$ cat config.mk
export PLATFORM = sky130hd
export DESIGN_NAME = wavetable_tone_gen
export DESIGN_NICKNAME = d
export VERILOG_FILES = /design/src/rtl/wt_pkg.sv /design/src/rtl/wt_phase_acc.sv /design/src/rtl/wt_shape_lut.sv /design/src/rtl/wt_out_stage.sv /design/src/rtl/wavetable_tone_gen.sv
export SDC_FILE = /design/constraint.sdc
export NUM_CORES = 1
export LEC_CHECK = 0
export BUFFER_PORTS_ARGS = -buffer_cell sky130_fd_sc_hd__buf_2
export CORE_MARGIN = 3
export CORE_UTILIZATION = 50
export CTS_BUF_LIST = sky130_fd_sc_hd__clkbuf_16
export CTS_CLUSTER_DIAMETER = 120
export CTS_CLUSTER_SIZE = 20
export DETAILED_ROUTE_END_ITERATION = 8
export PLACE_DENSITY = 0.73
export SKIP_CTS_REPAIR_TIMING = 1
export SLEW_MARGIN = 20
export SYNTH_ARGS = -nofsm -noshare
export SYNTH_HDL_FRONTEND = slang
export SYNTH_SLANG_ARGS = --single-unit
$ cat constraint.sdc
create_clock -name clk -period 7.8 [get_ports clk]
set_input_delay 1.56 -clock clk [delete_from_list [all_inputs] [get_ports clk]]
set_output_delay 1.56 -clock clk [all_outputs]
set_load 0.01 [all_outputs]
$ cat src/rtl/wt_pkg.sv
// Package: shared default sizes for the wavetable tone generator.
// Assumes the sample code is unsigned with mid-scale at the top bit alone.
package wt_pkg;
    localparam int unsigned WT_ACC_W = 16;  // phase accumulator width
    localparam int unsigned WT_IDX_W = 8;   // wave index width (256 points)
    localparam int unsigned WT_SMP_W = 8;   // output sample width

    // Mid-scale code for an unsigned sample of the default width.
    function automatic logic [WT_SMP_W-1:0] wt_mid_code();
        return WT_SMP_W'(1) << (WT_SMP_W - 1);
    endfunction
endpackage

$ cat src/rtl/wt_phase_acc.sv
// Module: phase accumulator.
// Adds the fixed-point stride to the phase on each enabled tick and wraps
// modulo 2^ACC_W. It assumes the stride has the same width as the phase
// and that tick is a single-cycle strobe. It exposes the integer part as
// the wave index.
module wt_phase_acc #(
    parameter int unsigned ACC_W = 16,
    parameter int unsigned IDX_W = 8
) (
    input  logic             clk,
    input  logic             rst_n,
    input  logic             en,
    input  logic             tick,
    input  logic [ACC_W-1:0] stride,
    output logic [IDX_W-1:0] idx
);
    localparam int unsigned FRAC_W = ACC_W - IDX_W;

    logic [ACC_W-1:0] phase;

    // Advance the phase by one stride per enabled tick; hold otherwise.
    always_ff @(posedge clk) begin
        if (!rst_n) begin
            phase <= '0;
        end else if (en && tick) begin
            phase <= phase + stride;
        end
    end

    // The integer part of the phase addresses the wave.
    assign idx = phase[FRAC_W +: IDX_W];

    AST_PHASE_HOLD_OFF: assert property (@(posedge clk) disable iff (!rst_n)
        !en |=> $stable(phase));
    AST_PHASE_HOLD_IDLE: assert property (@(posedge clk) disable iff (!rst_n)
        (en && !tick) |=> $stable(phase));
endmodule

$ cat src/rtl/wt_shape_lut.sv
// Module: pseudo-sine wave shaper.
// Maps an index to one point of a parabolic half-wave pair, mirrored around
// mid-scale. It is computed in logic, not stored. It assumes
// 2*(IDX_W-2) >= SMP_W-1, so the scaling shift is non-negative.
module wt_shape_lut #(
    parameter int unsigned IDX_W = 8,
    parameter int unsigned SMP_W = 8
) (
    input  logic [IDX_W-1:0] idx,
    output logic [SMP_W-1:0] wave
);
    localparam int unsigned PW     = 2 * IDX_W;
    localparam int unsigned HALF   = 1 << (IDX_W - 1);
    localparam int unsigned SHIFT  = 2 * (IDX_W - 2) - (SMP_W - 1);
    localparam int unsigned MAGMAX = (1 << (SMP_W - 1)) - 1;
    localparam logic [SMP_W-1:0] MID = SMP_W'(1) << (SMP_W - 1);

    logic [PW-1:0]    pos;
    logic [PW-1:0]    rest;
    logic [PW-1:0]    prod;
    logic [PW-1:0]    mag_w;
    logic [SMP_W-1:0] mag;

    // Parabola over each half cycle, clamped to the largest swing; the sign
    // of the half is taken from the top index bit.
    always_comb begin
        pos   = PW'(idx[IDX_W-2:0]);
        rest  = PW'(HALF) - pos;
        prod  = pos * rest;
        mag_w = prod >> SHIFT;
        if (mag_w > PW'(MAGMAX)) begin
            mag = SMP_W'(MAGMAX);
        end else begin
            mag = mag_w[SMP_W-1:0];
        end
        wave = idx[IDX_W-1] ? (MID - mag) : (MID + mag);
    end
endmodule

$ cat src/rtl/wt_out_stage.sv
// Module: output sample register.
// Captures the wave value on each enabled tick and raises a one-cycle
// valid strobe. It parks at mid-scale while disabled. It assumes the wave
// value is valid combinationally in the tick cycle.
module wt_out_stage #(
    parameter int unsigned SMP_W = 8
) (
    input  logic             clk,
    input  logic             rst_n,
    input  logic             en,
    input  logic             tick,
    input  logic [SMP_W-1:0] wave,
    output logic [SMP_W-1:0] sample,
    output logic             sample_vld
);
    localparam logic [SMP_W-1:0] MID = SMP_W'(1) << (SMP_W - 1);

    // Register the sample and the strobe; mid-scale on reset or disable.
    always_ff @(posedge clk) begin
        if (!rst_n) begin
            sample     <= MID;
            sample_vld <= 1'b0;
        end else if (!en) begin
            sample     <= MID;
            sample_vld <= 1'b0;
        end else if (tick) begin
            sample     <= wave;
            sample_vld <= 1'b1;
        end else begin
            sample_vld <= 1'b0;
        end
    end

    AST_RESET_STATE: assert property (@(posedge clk)
        !rst_n |=> (sample == MID) && !sample_vld);
    AST_PARK_OFF: assert property (@(posedge clk) disable iff (!rst_n)
        !en |=> (sample == MID) && !sample_vld);
    AST_HOLD_NO_TICK: assert property (@(posedge clk) disable iff (!rst_n)
        (en && !tick) |=> $stable(sample) && !sample_vld);
    AST_NO_ZERO_CODE: assert property (@(posedge clk) disable iff (!rst_n)
        sample != '0);
endmodule

$ cat src/rtl/wavetable_tone_gen.sv
// Module: wavetable tone generator (top).
// It connects the phase accumulator, the wave shaper and the output
// register. It assumes a single clock, with tick as a one-cycle strobe at
// the sample rate.
module wavetable_tone_gen #(
    parameter int unsigned ACC_W = wt_pkg::WT_ACC_W,
    parameter int unsigned IDX_W = wt_pkg::WT_IDX_W,
    parameter int unsigned SMP_W = wt_pkg::WT_SMP_W
) (
    input  logic             clk,
    input  logic             rst_n,
    input  logic             en,
    input  logic             tick,
    input  logic [ACC_W-1:0] stride,
    output logic [SMP_W-1:0] sample,
    output logic             sample_vld
);
    logic [IDX_W-1:0] idx;
    logic [SMP_W-1:0] wave;

    wt_phase_acc #(.ACC_W(ACC_W), .IDX_W(IDX_W)) u_acc (
        .clk(clk), .rst_n(rst_n), .en(en), .tick(tick),
        .stride(stride), .idx(idx)
    );

    wt_shape_lut #(.IDX_W(IDX_W), .SMP_W(SMP_W)) u_lut (
        .idx(idx), .wave(wave)
    );

    wt_out_stage #(.SMP_W(SMP_W)) u_out (
        .clk(clk), .rst_n(rst_n), .en(en), .tick(tick),
        .wave(wave), .sample(sample), .sample_vld(sample_vld)
    );

    AST_VLD_CAUSE: assert property (@(posedge clk) disable iff (!rst_n)
        sample_vld |-> $past(en && tick));
endmodule

==> impl_summary.log, run 1 <==
[metrics] Startpoint Class: register
[metrics] number of maximum-capacitance violations: 0
[metrics] clock transition at the registers of the reported paths: 0.06 ns
[metrics] data arrival at the endpoint of the critical path: 7.24 ns
[metrics] Tightest Pin Transition: ~0.79 ns
[metrics] ANT nets after route: 0
[metrics] clk buf depth: 2
[metrics] Die Footprint: 8120 um2
[metrics] number of flops mapped to enable cells by yosys: 0
[metrics] synth-to-layout area growth: 8.32%
[metrics] hold violation total from the final report: 0
[metrics] Slew headroom: ~47%
[metrics] FF-to-FF setup slack: 0.72 ns
[metrics] FF/Latch Area: around 500 um2
[metrics] number of buffers added by the clock tree synthesis step: 3
[metrics] count of H-tree levels built during CTS: 1
[metrics] P_leak: around 1.9 nW
[metrics] Final HPWL DP: between 5 and 6 mm
[metrics] Finish-stage setup viols: 0
[metrics] gp weighted congestion: a little under 0.9
[metrics] max frequency: ~140 MHz
[metrics] CTS tree: yes
[metrics] post-synthesis register bit count: 25
[metrics] biggest area contributors in the synthesized netlist: sky130_fd_sc_hd__ha_1, sky130_fd_sc_hd__fa_1, sky130_fd_sc_hd__dfxtp_1
[metrics] Clk Latency, worst-skew pair: roughly 0.26 ns
[metrics] # nets final: ~540
[metrics] max-slew violations: 0
[metrics] final period demand of the worst path: slightly above 7 ns
[metrics] WL per Instance: 12.8 um
[metrics] share of flip-flops with an asynchronous set or reset: 0%
[metrics] starting density of the core: between 50% and 60%
[metrics] maximum number of pins on one net before global-route repair: 30
[metrics] y dimension of the die: around 90 um
[metrics] root buf cell: sky130_fd_sc_hd__clkbuf_16
[metrics] n_diodes: 0
[metrics] PwrDens: between 100 and 150 nW/um2
[metrics] boundary pin count: 29
[metrics] number of antenna violations at the first check in global routing: 0
[metrics] class of the most critical setup path: register to register
[metrics] # DRC: 0
[metrics] path class of the lowest-slack min-delay path: register to register
[metrics] via count of the first global-routing pass: around 2800
[metrics] vias after detailed routing: approximately 2800
[metrics] FP Rows: 30
[metrics] total routed wirelength: 6.77 mm
[metrics] number of violations reported at the end of detailed-routing iteration 0: 64
[metrics] library cell with the largest summed area after synthesis: sky130_fd_sc_hd__ha_1
[metrics] maximum clock skew at final layout: between 0.005 and 0.006 ns
[metrics] synthesis warning total: 0
[metrics] worst hold-check slack: approximately 0.45 ns
[metrics] drt pass-1 iters: 4
[metrics] Post-Syn Area per Cell: between 8 and 9 um2
[metrics] CP peak stage delay: ~0.59 ns
[metrics] run status: finished, final reports clean
[metrics] core area: 6830 um2
[metrics] post-synthesis sequential area ratio: roughly 14%
[metrics] wire length of the first global-routing pass: 11.9 mm
[metrics] worst supply voltage drop on vdd: 0.000196 V
[metrics] Sinks on Clock Net: 25
[metrics] count of mapped cells out of synthesis: between 400 and 500
[metrics] total track usage: between 15 and 20%
[metrics] proportion of layout cells with a drive suffix above 1: around a tenth
[metrics] die extent in x: about 90 um
[metrics] total placed instance area: between 3000 and 4000 um2
[metrics] Non-Filler Cell Area, Final: between 3000 and 4000 um2
[metrics] I/O Buffers: 28
[metrics] via density per instance: 5.36
[metrics] netlist area before placement: between 3000 and 4000 um2
[metrics] GR Overflow Total: 0
[metrics] footprint of the multi-input gates: 2860 um2
[metrics] portion of the clock cycle consumed by the worst path in the final layout: 90.8%
[metrics] total of fill cells in the finished design: 665
[metrics] TNS Setup: 0 ns
[metrics] Crit-path slowest cell: sky130_fd_sc_hd__dfxtp_1
[metrics] unrepaired setup endpoints after global routing: no
[metrics] Primary FF master, synth: sky130_fd_sc_hd__dfxtp_1
[metrics] element type at the critical path end: register
[metrics] CP max FO: 15
[metrics] critical path required time: ~8.0 ns
[metrics] area share of the largest cell type after synthesis: between 20% and 30%
[metrics] distinct cell type count after synthesis: 56
==> metal layers <==
layer  part of all wire, %  vias up  wire length, um  global-route usage (%)
li1                      -     1444                -                       -
met1                    48     1339             3240                    22.4
met2                    48       46             3260                    29.9
met3                   2.4        6              164                    1.34
met4                   1.4        0               96                    6.51
met5                     0        -                0                       0
==> report_power, final <==
| group | leakage [nW] | total (mW) | switching, mW | internal, mW |
|---|---|---|---|---|
| clock network | 0.0423 | 0.114 | 0.0454 | 0.0686 |
| logic | 1.65 | 0.291 | 0.164 | 0.126 |
| registers | 0.205 | 0.151 | 0.0134 | 0.137 |
==> critical path, delay by kind of cell (launching register included) <==
family / cells / cell delay (ns)
fa+ha+maj: 8 / 3.22
flops: 1 / 0.59
buf+inv: 4 / 0.35
compound gates: 6 / 1.27
xor+xnor: 1 / 0.16
simple gates: 6 / 1.34
==> final cells by class <==
type                    count  share of cell area (%)
clock buffers               3                    1.96
clock inverters             1                  0.0980
inverters                  34                    3.33
multi-input cells         342                    74.7
flip-flops and latches     25                    13.1
well taps                  96                    3.14
repair buffers             28                    3.66
==> kinds of logic (layout without fill, tap and decap cells) <==
group                    after synthesis  in the layout  share of synthesized area, %
AO/OA/AOI/OAI                         82             82                          15.5
XOR/XNOR                              24             24                          5.94
adder cells (fa/ha/maj)               88             88                          37.3
buffers and inverters                 46             66                          5.52
flip-flops                            25             25                          14.2
multiplexers                           2              2                         0.566
other                                  2              8                         0.212
AND/OR/NAND/NOR                      138            138                          20.8
==> registers in the layout, summed over array words and instances, names as in the netlist <==
signal,flops
u_out.sample_vld,1
u_acc.phase,16
u_out.sample,8
==> placed cells by master (no fill, tap or decap), types with 2 or more instances in the layout <==
master	instances
sky130_fd_sc_hd__a31oi_1	6
sky130_fd_sc_hd__nand2b_1	11
sky130_fd_sc_hd__nor3b_1	4
sky130_fd_sc_hd__a21oi_1	12
sky130_fd_sc_hd__o211ai_1	2
sky130_fd_sc_hd__nand2_1	33
sky130_fd_sc_hd__fa_1	29
sky130_fd_sc_hd__dfxtp_1	25
sky130_fd_sc_hd__a21boi_0	2
sky130_fd_sc_hd__conb_1	8
sky130_fd_sc_hd__o2111ai_1	3
sky130_fd_sc_hd__nor2_1	21
sky130_fd_sc_hd__xor2_1	11
sky130_fd_sc_hd__a21o_1	9
sky130_fd_sc_hd__nor3_1	5
sky130_fd_sc_hd__inv_1	35
sky130_fd_sc_hd__and2_1	18
sky130_fd_sc_hd__o21a_1	4
sky130_fd_sc_hd__nand3_1	6
sky130_fd_sc_hd__nor2b_1	22
sky130_fd_sc_hd__clkbuf_16	3
sky130_fd_sc_hd__buf_2	28
sky130_fd_sc_hd__o21ai_0	26
sky130_fd_sc_hd__or3_1	4
sky130_fd_sc_hd__or2_2	3
sky130_fd_sc_hd__ha_1	59
sky130_fd_sc_hd__and3_1	2
sky130_fd_sc_hd__a32o_1	2
sky130_fd_sc_hd__a32oi_1	2
sky130_fd_sc_hd__xnor2_1	13
sky130_fd_sc_hd__mux2i_1	2
==> worst paths after layout <==
check             depth (start not counted)             from              end
setup / recovery                         25   u_acc.phase[8]  u_out.sample[6]
hold / removal                            2  u_out.sample[4]  u_out.sample[4]
setup reg to reg                         25   u_acc.phase[8]  u_out.sample[6]
hold reg to reg                           2  u_out.sample[4]  u_out.sample[4]
==> stage by stage <==
| step | util, % | total power [mW] | std cells | setup WS [ns] |
|---|---|---|---|---|
| 5_1_grt | 56.1 | 0.605 | 529 | 0.288 |
| 4_1_cts | 56.1 | 0.562 | 529 | 0.703 |
| 3_3_place_gp | 54.9 | 0.436 | 525 | 0.935 |
| 2_1_floorplan | - | 0.388 | 413 | 1.16 |
| 3_5_place_dp | 54.9 | 0.443 | 525 | 0.745 |
| 6_report | 56.1 | 0.555 | 529 | 0.717 |
==> Yosys cell counts (all sizes together) (11+ instances only) <==
cell,number
ha,59
nand2,33
xor2,11
xnor2,13
o21ai,26
dfxtp,25
nor2b,22
a21oi,13
fa,29
nand2b,11
and2,18
nor2,22
inv,34
Note: power is estimated with default switching activity, not from simulation.
==> inputs of run 2 (changes only) <==
--- a/config.mk
+++ b/config.mk
@@ -13,6 +13,7 @@
 export CTS_CLUSTER_SIZE = 20
 export DETAILED_ROUTE_END_ITERATION = 8
 export PLACE_DENSITY = 0.73
+export REMOVE_ABC_BUFFERS = 1
 export SKIP_CTS_REPAIR_TIMING = 1
 export SLEW_MARGIN = 20
 export SYNTH_ARGS = -nofsm -noshare
==> impl_summary.log, run 2 (synthesis results as in run 1) <==
[metrics] run status: finished, final reports clean (unchanged)
[metrics] CP max FO: 15 (unchanged)
[metrics] max-slew violations: 0 (unchanged)
[metrics] count of H-tree levels built during CTS: 1 (unchanged)
[metrics] clk buf depth: 2 (unchanged)
[metrics] PwrDens: 145 nW/um2 (about the same)
[metrics] unrepaired setup endpoints after global routing: no (unchanged)
[metrics] number of antenna violations at the first check in global routing: 0 (unchanged)
[metrics] number of buffers added by the clock tree synthesis step: 3 (unchanged)
[metrics] gp weighted congestion: 0.899 (was 0.885)
[metrics] worst hold-check slack: 0.458 ns (was 0.454 ns)
[metrics] final period demand of the worst path: 7.09 ns (was 7.08 ns)
[metrics] portion of the clock cycle consumed by the worst path in the final layout: 90.9% (was 90.8%)
[metrics] root buf cell: sky130_fd_sc_hd__clkbuf_16 (unchanged)
[metrics] P_leak: 1.89 nW (was 1.90 nW)
[metrics] number of maximum-capacitance violations: 0 (unchanged)
[metrics] CTS tree: yes (unchanged)
[metrics] n_diodes: 0 (unchanged)
[metrics] Tightest Pin Transition: 0.824 ns (was 0.791 ns)
[metrics] total track usage: 17.5% (was 17.3%)
[metrics] Startpoint Class: register (unchanged)
[metrics] data arrival at the endpoint of the critical path: 7.25 ns (was 7.24 ns)
[metrics] hold-critical path depth: 2 (unchanged)
[metrics] boundary pin count: 29 (unchanged)
[metrics] Die Footprint: 8120 um2 (unchanged)
[metrics] maximum clock skew at final layout: 0.00303 ns (was 0.00529 ns)
[metrics] critical path required time: 7.96 ns (was 7.95 ns)
[metrics] max frequency: 141 MHz (about the same)
[metrics] Most flops, register: u_acc.phase (unchanged)
[metrics] Final HPWL DP: 5.49 mm (was 5.51 mm)
[metrics] I/O Buffers: 28 (unchanged)
[metrics] y dimension of the die: 90.1 um (unchanged)
[metrics] GRT met2 Usage: 29.9% (unchanged)
[metrics] Finish-stage setup viols: 0 (unchanged)
[metrics] path class of the lowest-slack min-delay path: register to register (unchanged)
[metrics] fraction of met3 tracks used by global routing: 1.42% (was 1.34%)
[metrics] GR Overflow Total: 0 (unchanged)
[metrics] wire length of the first global-routing pass: 12.0 mm (was 11.9 mm)
[metrics] drt pass-1 iters: 4 (unchanged)
[metrics] flip-flop count of the largest register, all copies and words added: 16 (unchanged)
[metrics] FP Rows: 30 (unchanged)
[metrics] core area: 6830 um2 (unchanged)
[metrics] leading cell types in the layout, fill and taps excluded: sky130_fd_sc_hd__ha_1, sky130_fd_sc_hd__inv_1, sky130_fd_sc_hd__nand2_1 (unchanged)
[metrics] element type at the critical path end: register (unchanged)
[metrics] global-route layer with the greatest usage: met2 (unchanged)
[metrics] largest registers in the final layout: u_acc.phase (16), u_out.sample (8), u_out.sample_vld (1) (unchanged)
[metrics] total routed wirelength: 6.68 mm (was 6.77 mm)
[metrics] ANT nets after route: 0 (unchanged)
[metrics] proportion of layout cells with a drive suffix above 1: 9.93% (was 9.70%)
[metrics] # DRC: 0 (unchanged)
[metrics] die extent in x: 90.1 um (unchanged)
[metrics] hold violation total from the final report: 0 (unchanged)
[metrics] clock transition at the registers of the reported paths: 0.06 ns (about the same)
[metrics] # nets final: 542 (unchanged)
[metrics] WL per Instance: 12.6 um (was 12.8 um)
[metrics] reg2reg path depth: 25 (unchanged)
[metrics] worst supply voltage drop on vdd: 0.000132 V (was 0.000196 V)
[metrics] number of violations reported at the end of detailed-routing iteration 0: 74 (was 64)
[metrics] Slew headroom: 44.9% (was 47.2%)
[metrics] commonest non-fill, non-tap cell in the layout: sky130_fd_sc_hd__ha_1 (unchanged)
[metrics] starting density of the core: 51.8% (unchanged)
[metrics] via density per instance: 5.30 (was 5.36)
[metrics] Sinks on Clock Net: 25 (unchanged)
[metrics] Clk Latency, worst-skew pair: 0.26 ns (about the same)
[metrics] TNS Setup: 0 ns (unchanged)
[metrics] fraction of met1 tracks used by global routing: 23.7% (was 22.4%)
[metrics] vias after detailed routing: 2802 (was 2835)
[metrics] synth-to-layout area growth: 8.42% (was 8.32%)
[metrics] via count of the first global-routing pass: 2777 (was 2755)
[metrics] maximum number of pins on one net before global-route repair: 30 (unchanged)
[metrics] class of the most critical setup path: register to register (unchanged)
==> run 2: changes by cell type in the layout (fill, tap and decap cells not counted) <==
cell,delta
sky130_fd_sc_hd__clkinvlp_4,+1
sky130_fd_sc_hd__inv_1,-1
==> run 2: area by class of cell <==
class / instances / area [um2]
fillers: 642 / 3000
repair buffers: 28 / 140
clock buffers: 3 / 75.1
inverters: 34 / 128
well taps: 96 / 120
clock inverters: 1 / 7.51
multi-input cells: 342 / 2860
flip-flops and latches: 25 / 500
==> run 2: path summary, 6_finish.rpt <==
kind                    from         endpoint  slack [ns]
min reg2reg  u_out.sample[4]  u_out.sample[4]        0.46
max           u_acc.phase[8]  u_out.sample[6]        0.71
max reg2reg   u_acc.phase[8]  u_out.sample[6]        0.71
min          u_out.sample[4]  u_out.sample[4]        0.46
==> run 2: per-stage QoR <==
stage	utilization, %	total power [mW]	instance area (um2)	instances	worst slack (ns)
2_1_floorplan	-	0.377	3490	401	1.28
3_3_place_gp	54.9	0.436	3750	525	0.940
3_5_place_dp	54.9	0.442	3750	525	0.751
4_1_cts	56.1	0.564	3830	529	0.715
5_1_grt	56.1	0.609	3830	529	0.246
6_report	56.1	0.556	3830	529	0.709
==> run 2: report_power, final <==
part           total (mW)  leakage, nW  switching (mW)  internal [mW]
combinational       0.290         1.65           0.164          0.127
clock               0.116       0.0371          0.0460         0.0696
sequential          0.150        0.205          0.0133          0.137
==> run 2: worst max-delay path, cell delays in order (launching register included) <==
cell	delay, ns
sky130_fd_sc_hd__dfxtp_1	0.61
sky130_fd_sc_hd__inv_1	0.19
sky130_fd_sc_hd__ha_1	0.25
sky130_fd_sc_hd__ha_1	0.33
sky130_fd_sc_hd__nand2b_1	0.17
sky130_fd_sc_hd__fa_1	0.48
sky130_fd_sc_hd__fa_1	0.55
sky130_fd_sc_hd__inv_1	0.06
sky130_fd_sc_hd__fa_1	0.55
sky130_fd_sc_hd__inv_1	0.06
sky130_fd_sc_hd__fa_1	0.53
sky130_fd_sc_hd__inv_1	0.04
sky130_fd_sc_hd__ha_1	0.38
sky130_fd_sc_hd__a21o_1	0.23
sky130_fd_sc_hd__or3_1	0.31
sky130_fd_sc_hd__o21a_2	0.24
sky130_fd_sc_hd__a31oi_1	0.21
sky130_fd_sc_hd__o221a_2	0.25
sky130_fd_sc_hd__nand2_1	0.21
sky130_fd_sc_hd__nor2_2	0.20
sky130_fd_sc_hd__ha_1	0.18
sky130_fd_sc_hd__or2b_1	0.26
sky130_fd_sc_hd__nor4_2	0.18
sky130_fd_sc_hd__xor2_1	0.17
sky130_fd_sc_hd__a32oi_1	0.07
sky130_fd_sc_hd__a32o_1	0.26
==> run 2: routing by layer <==
metal | share of wire, % | up-vias
met5 | 0 | -
met4 | 1.1 | 0
met3 | 2.2 | 5
met2 | 49 | 39
met1 | 48 | 1319
li1 | - | 1439
==> inputs of run 3 (changes only) <==
--- a/config.mk
+++ b/config.mk
@@ -6,7 +6,6 @@
 export NUM_CORES = 1
 export LEC_CHECK = 0
 export BUFFER_PORTS_ARGS = -buffer_cell sky130_fd_sc_hd__buf_2
-export CORE_MARGIN = 3
 export CORE_UTILIZATION = 50
 export CTS_BUF_LIST = sky130_fd_sc_hd__clkbuf_16
 export CTS_CLUSTER_DIAMETER = 120
==> impl_summary.log, run 3 (synthesis results as in run 1) <==
[metrics] Slew headroom: 47.0% (was 44.9%)
[metrics] final period demand of the worst path: 7.18 ns (was 7.09 ns)
[metrics] largest registers in the final layout: u_acc.phase (16), u_out.sample (8), u_out.sample_vld (1) (unchanged)
[metrics] class of the most critical setup path: register to register (unchanged)
[metrics] portion of the clock cycle consumed by the worst path in the final layout: 92.1% (was 90.9%)
[metrics] TNS Setup: 0 ns (unchanged)
[metrics] maximum number of pins on one net before global-route repair: 30 (unchanged)
[metrics] root buf cell: sky130_fd_sc_hd__clkbuf_16 (unchanged)
[metrics] worst supply voltage drop on vdd: 0.000113 V (was 0.000132 V)
[metrics] number of antenna violations at the first check in global routing: 0 (unchanged)
[metrics] reg2reg path depth: 25 (unchanged)
[metrics] clk buf depth: 2 (unchanged)
[metrics] core area: 6790 um2 (was 6830 um2)
[metrics] hold-critical path depth: 2 (unchanged)
[metrics] GR Overflow Total: 0 (unchanged)
[metrics] via density per instance: 5.31 (was 5.30)
[metrics] # DRC: 0 (unchanged)
[metrics] gp weighted congestion: 0.863 (was 0.899)
[metrics] P_leak: 1.90 nW (was 1.89 nW)
[metrics] WL per Instance: 12.8 um (was 12.6 um)
[metrics] n_diodes: 0 (unchanged)
[metrics] CP max FO: 15 (unchanged)
[metrics] ANT nets after route: 0 (unchanged)
[metrics] utilization of the core after routing: 56.5% (was 56.1%)
[metrics] Worst Setup Slack, final: 0.619 ns (was 0.709 ns)
[metrics] PwrDens: 145 nW/um2 (about the same)
[metrics] run status: finished, final reports clean (unchanged)
[metrics] wire length of the first global-routing pass: 11.8 mm (was 12.0 mm)
[metrics] Tightest Pin Transition: 0.793 ns (was 0.824 ns)
[metrics] proportion of layout cells with a drive suffix above 1: 9.91% (was 9.93%)
[metrics] max frequency: 139 MHz (was 141 MHz)
[metrics] critical path required time: 7.95 ns (was 7.96 ns)
[metrics] unrepaired setup endpoints after global routing: no (unchanged)
[metrics] total routed wirelength: 6.79 mm (was 6.68 mm)
[metrics] FP Rows: 30 (unchanged)
[metrics] Die Footprint: 7410 um2 (was 8120 um2)
[metrics] number of buffers added by the clock tree synthesis step: 3 (unchanged)
[metrics] CTS tree: yes (unchanged)
[metrics] leading cell types in the layout, fill and taps excluded: sky130_fd_sc_hd__ha_1, sky130_fd_sc_hd__inv_1, sky130_fd_sc_hd__nand2_1 (unchanged)
[metrics] via count of the first global-routing pass: 2746 (was 2777)
[metrics] path class of the lowest-slack min-delay path: register to register (unchanged)
[metrics] synth-to-layout area growth: 8.53% (was 8.42%)
[metrics] max-slew violations: 0 (unchanged)
[metrics] vias after detailed routing: 2813 (was 2802)
[metrics] total of fill cells in the finished design: 623 (was 642)
[metrics] clock transition at the registers of the reported paths: 0.07 ns (was 0.06 ns)
[metrics] worst hold-check slack: 0.465 ns (was 0.458 ns)
[metrics] drt pass-1 iters: 4 (unchanged)
[metrics] starting density of the core: 52.0% (was 51.8%)
[metrics] flip-flop count of the largest register, all copies and words added: 16 (unchanged)
[metrics] element type at the critical path end: register (unchanged)
[metrics] number of violations reported at the end of detailed-routing iteration 0: 92 (was 74)
[metrics] maximum clock skew at final layout: 0.00601 ns (was 0.00303 ns)
[metrics] Layout Cells excl Fill: 530 (was 529)
[metrics] Startpoint Class: register (unchanged)
[metrics] commonest non-fill, non-tap cell in the layout: sky130_fd_sc_hd__ha_1 (unchanged)
[metrics] Finish-stage setup viols: 0 (unchanged)
[metrics] pre-CTS setup slack: 0.671 ns (was 0.751 ns)
[metrics] number of maximum-capacitance violations: 0 (unchanged)
[metrics] placed cells: 526 (was 525)
[metrics] I/O Buffers: 28 (unchanged)
[metrics] # nets final: 543 (was 542)
[metrics] die extent in x: 86.1 um (was 90.1 um)
[metrics] Clk Latency, worst-skew pair: 0.26 ns (about the same)
[metrics] Sinks on Clock Net: 25 (unchanged)
[metrics] Final HPWL DP: 5.50 mm (was 5.49 mm)
[metrics] boundary pin count: 29 (unchanged)
[metrics] y dimension of the die: 86.1 um (was 90.1 um)
[metrics] data arrival at the endpoint of the critical path: 7.33 ns (was 7.25 ns)
[metrics] Most flops, register: u_acc.phase (unchanged)
[metrics] total track usage: 19.7% (was 17.5%)
[metrics] hold violation total from the final report: 0 (unchanged)
[metrics] count of H-tree levels built during CTS: 1 (unchanged)
-- run 3: cell count changes in the layout (fill, tap and decap cells not counted) --
cell                         previous run  this run
sky130_fd_sc_hd__inv_1                 34        35
sky130_fd_sc_hd__clkinvlp_4             1         0
sky130_fd_sc_hd__buf_4                  0         1
-- run 3: worst max-delay path, stage by stage, from the launching register on --
cell	delay (ns)
sky130_fd_sc_hd__dfxtp_1	0.63
sky130_fd_sc_hd__inv_1	0.21
sky130_fd_sc_hd__ha_1	0.26
sky130_fd_sc_hd__ha_1	0.34
sky130_fd_sc_hd__nand2b_1	0.18
sky130_fd_sc_hd__fa_1	0.48
sky130_fd_sc_hd__fa_1	0.55
sky130_fd_sc_hd__inv_1	0.06
sky130_fd_sc_hd__fa_1	0.53
sky130_fd_sc_hd__inv_1	0.05
sky130_fd_sc_hd__fa_1	0.52
sky130_fd_sc_hd__inv_1	0.04
sky130_fd_sc_hd__ha_1	0.37
sky130_fd_sc_hd__a21o_1	0.23
sky130_fd_sc_hd__or3_1	0.30
sky130_fd_sc_hd__o21a_2	0.24
sky130_fd_sc_hd__a31oi_1	0.25
sky130_fd_sc_hd__o221a_2	0.26
sky130_fd_sc_hd__nand2_1	0.22
sky130_fd_sc_hd__nor2_2	0.22
sky130_fd_sc_hd__ha_1	0.18
sky130_fd_sc_hd__or2b_1	0.26
sky130_fd_sc_hd__nor4_2	0.17
sky130_fd_sc_hd__xor2_1	0.17
sky130_fd_sc_hd__a32oi_1	0.06
sky130_fd_sc_hd__a32o_1	0.26
-- run 3: final timing paths --
| check | from | endpoint | slack (ns) |
|---|---|---|---|
| min reg2reg | u_out.sample[4] | u_out.sample[4] | 0.46 |
| max | u_acc.phase[8] | u_out.sample[6] | 0.62 |
| min | u_out.sample[4] | u_out.sample[4] | 0.46 |
| max reg2reg | u_acc.phase[8] | u_out.sample[6] | 0.62 |
-- run 3: final cells by class --
class | instances | area, um2 | share of cell area (%)
multi-input cells | 342 | 2860 | 74.6
well taps | 96 | 120 | 3.13
clock buffers | 3 | 75.1 | 1.96
flip-flops and latches | 25 | 500 | 13.0
repair buffers | 29 | 148 | 3.85
inverters | 34 | 128 | 3.33
clock inverters | 1 | 3.75 | 0.0978
-- run 3: where the power goes --
part | internal [mW] | leakage, nW | total [mW] | switching, mW
Clock | 0.0685 | 0.0423 | 0.113 | 0.0444
Combinational | 0.127 | 1.66 | 0.293 | 0.166
Sequential | 0.137 | 0.205 | 0.149 | 0.0121
-- run 3: per-layer routing --
layer / global-route usage (%) / part of all wire [%] / vias to the layer above
met5: 0 / 0 / -
met4: 5.30 / 1.0 / 0
met3: 1.83 / 1.9 / 6
met2: 34.0 / 48 / 33
met1: 26.2 / 49 / 1327
li1: - / - / 1447
-- run 3: stage by stage --
| step | instance area [um2] | power [mW] |
|---|---|---|
| final | 3840 | 0.555 |
| after global routing | 3840 | 0.605 |
| after CTS | 3840 | 0.561 |
| after detailed placement | 3760 | 0.442 |
| after global placement | 3760 | 0.436 |
| after floorplan | 3490 | 0.377 |
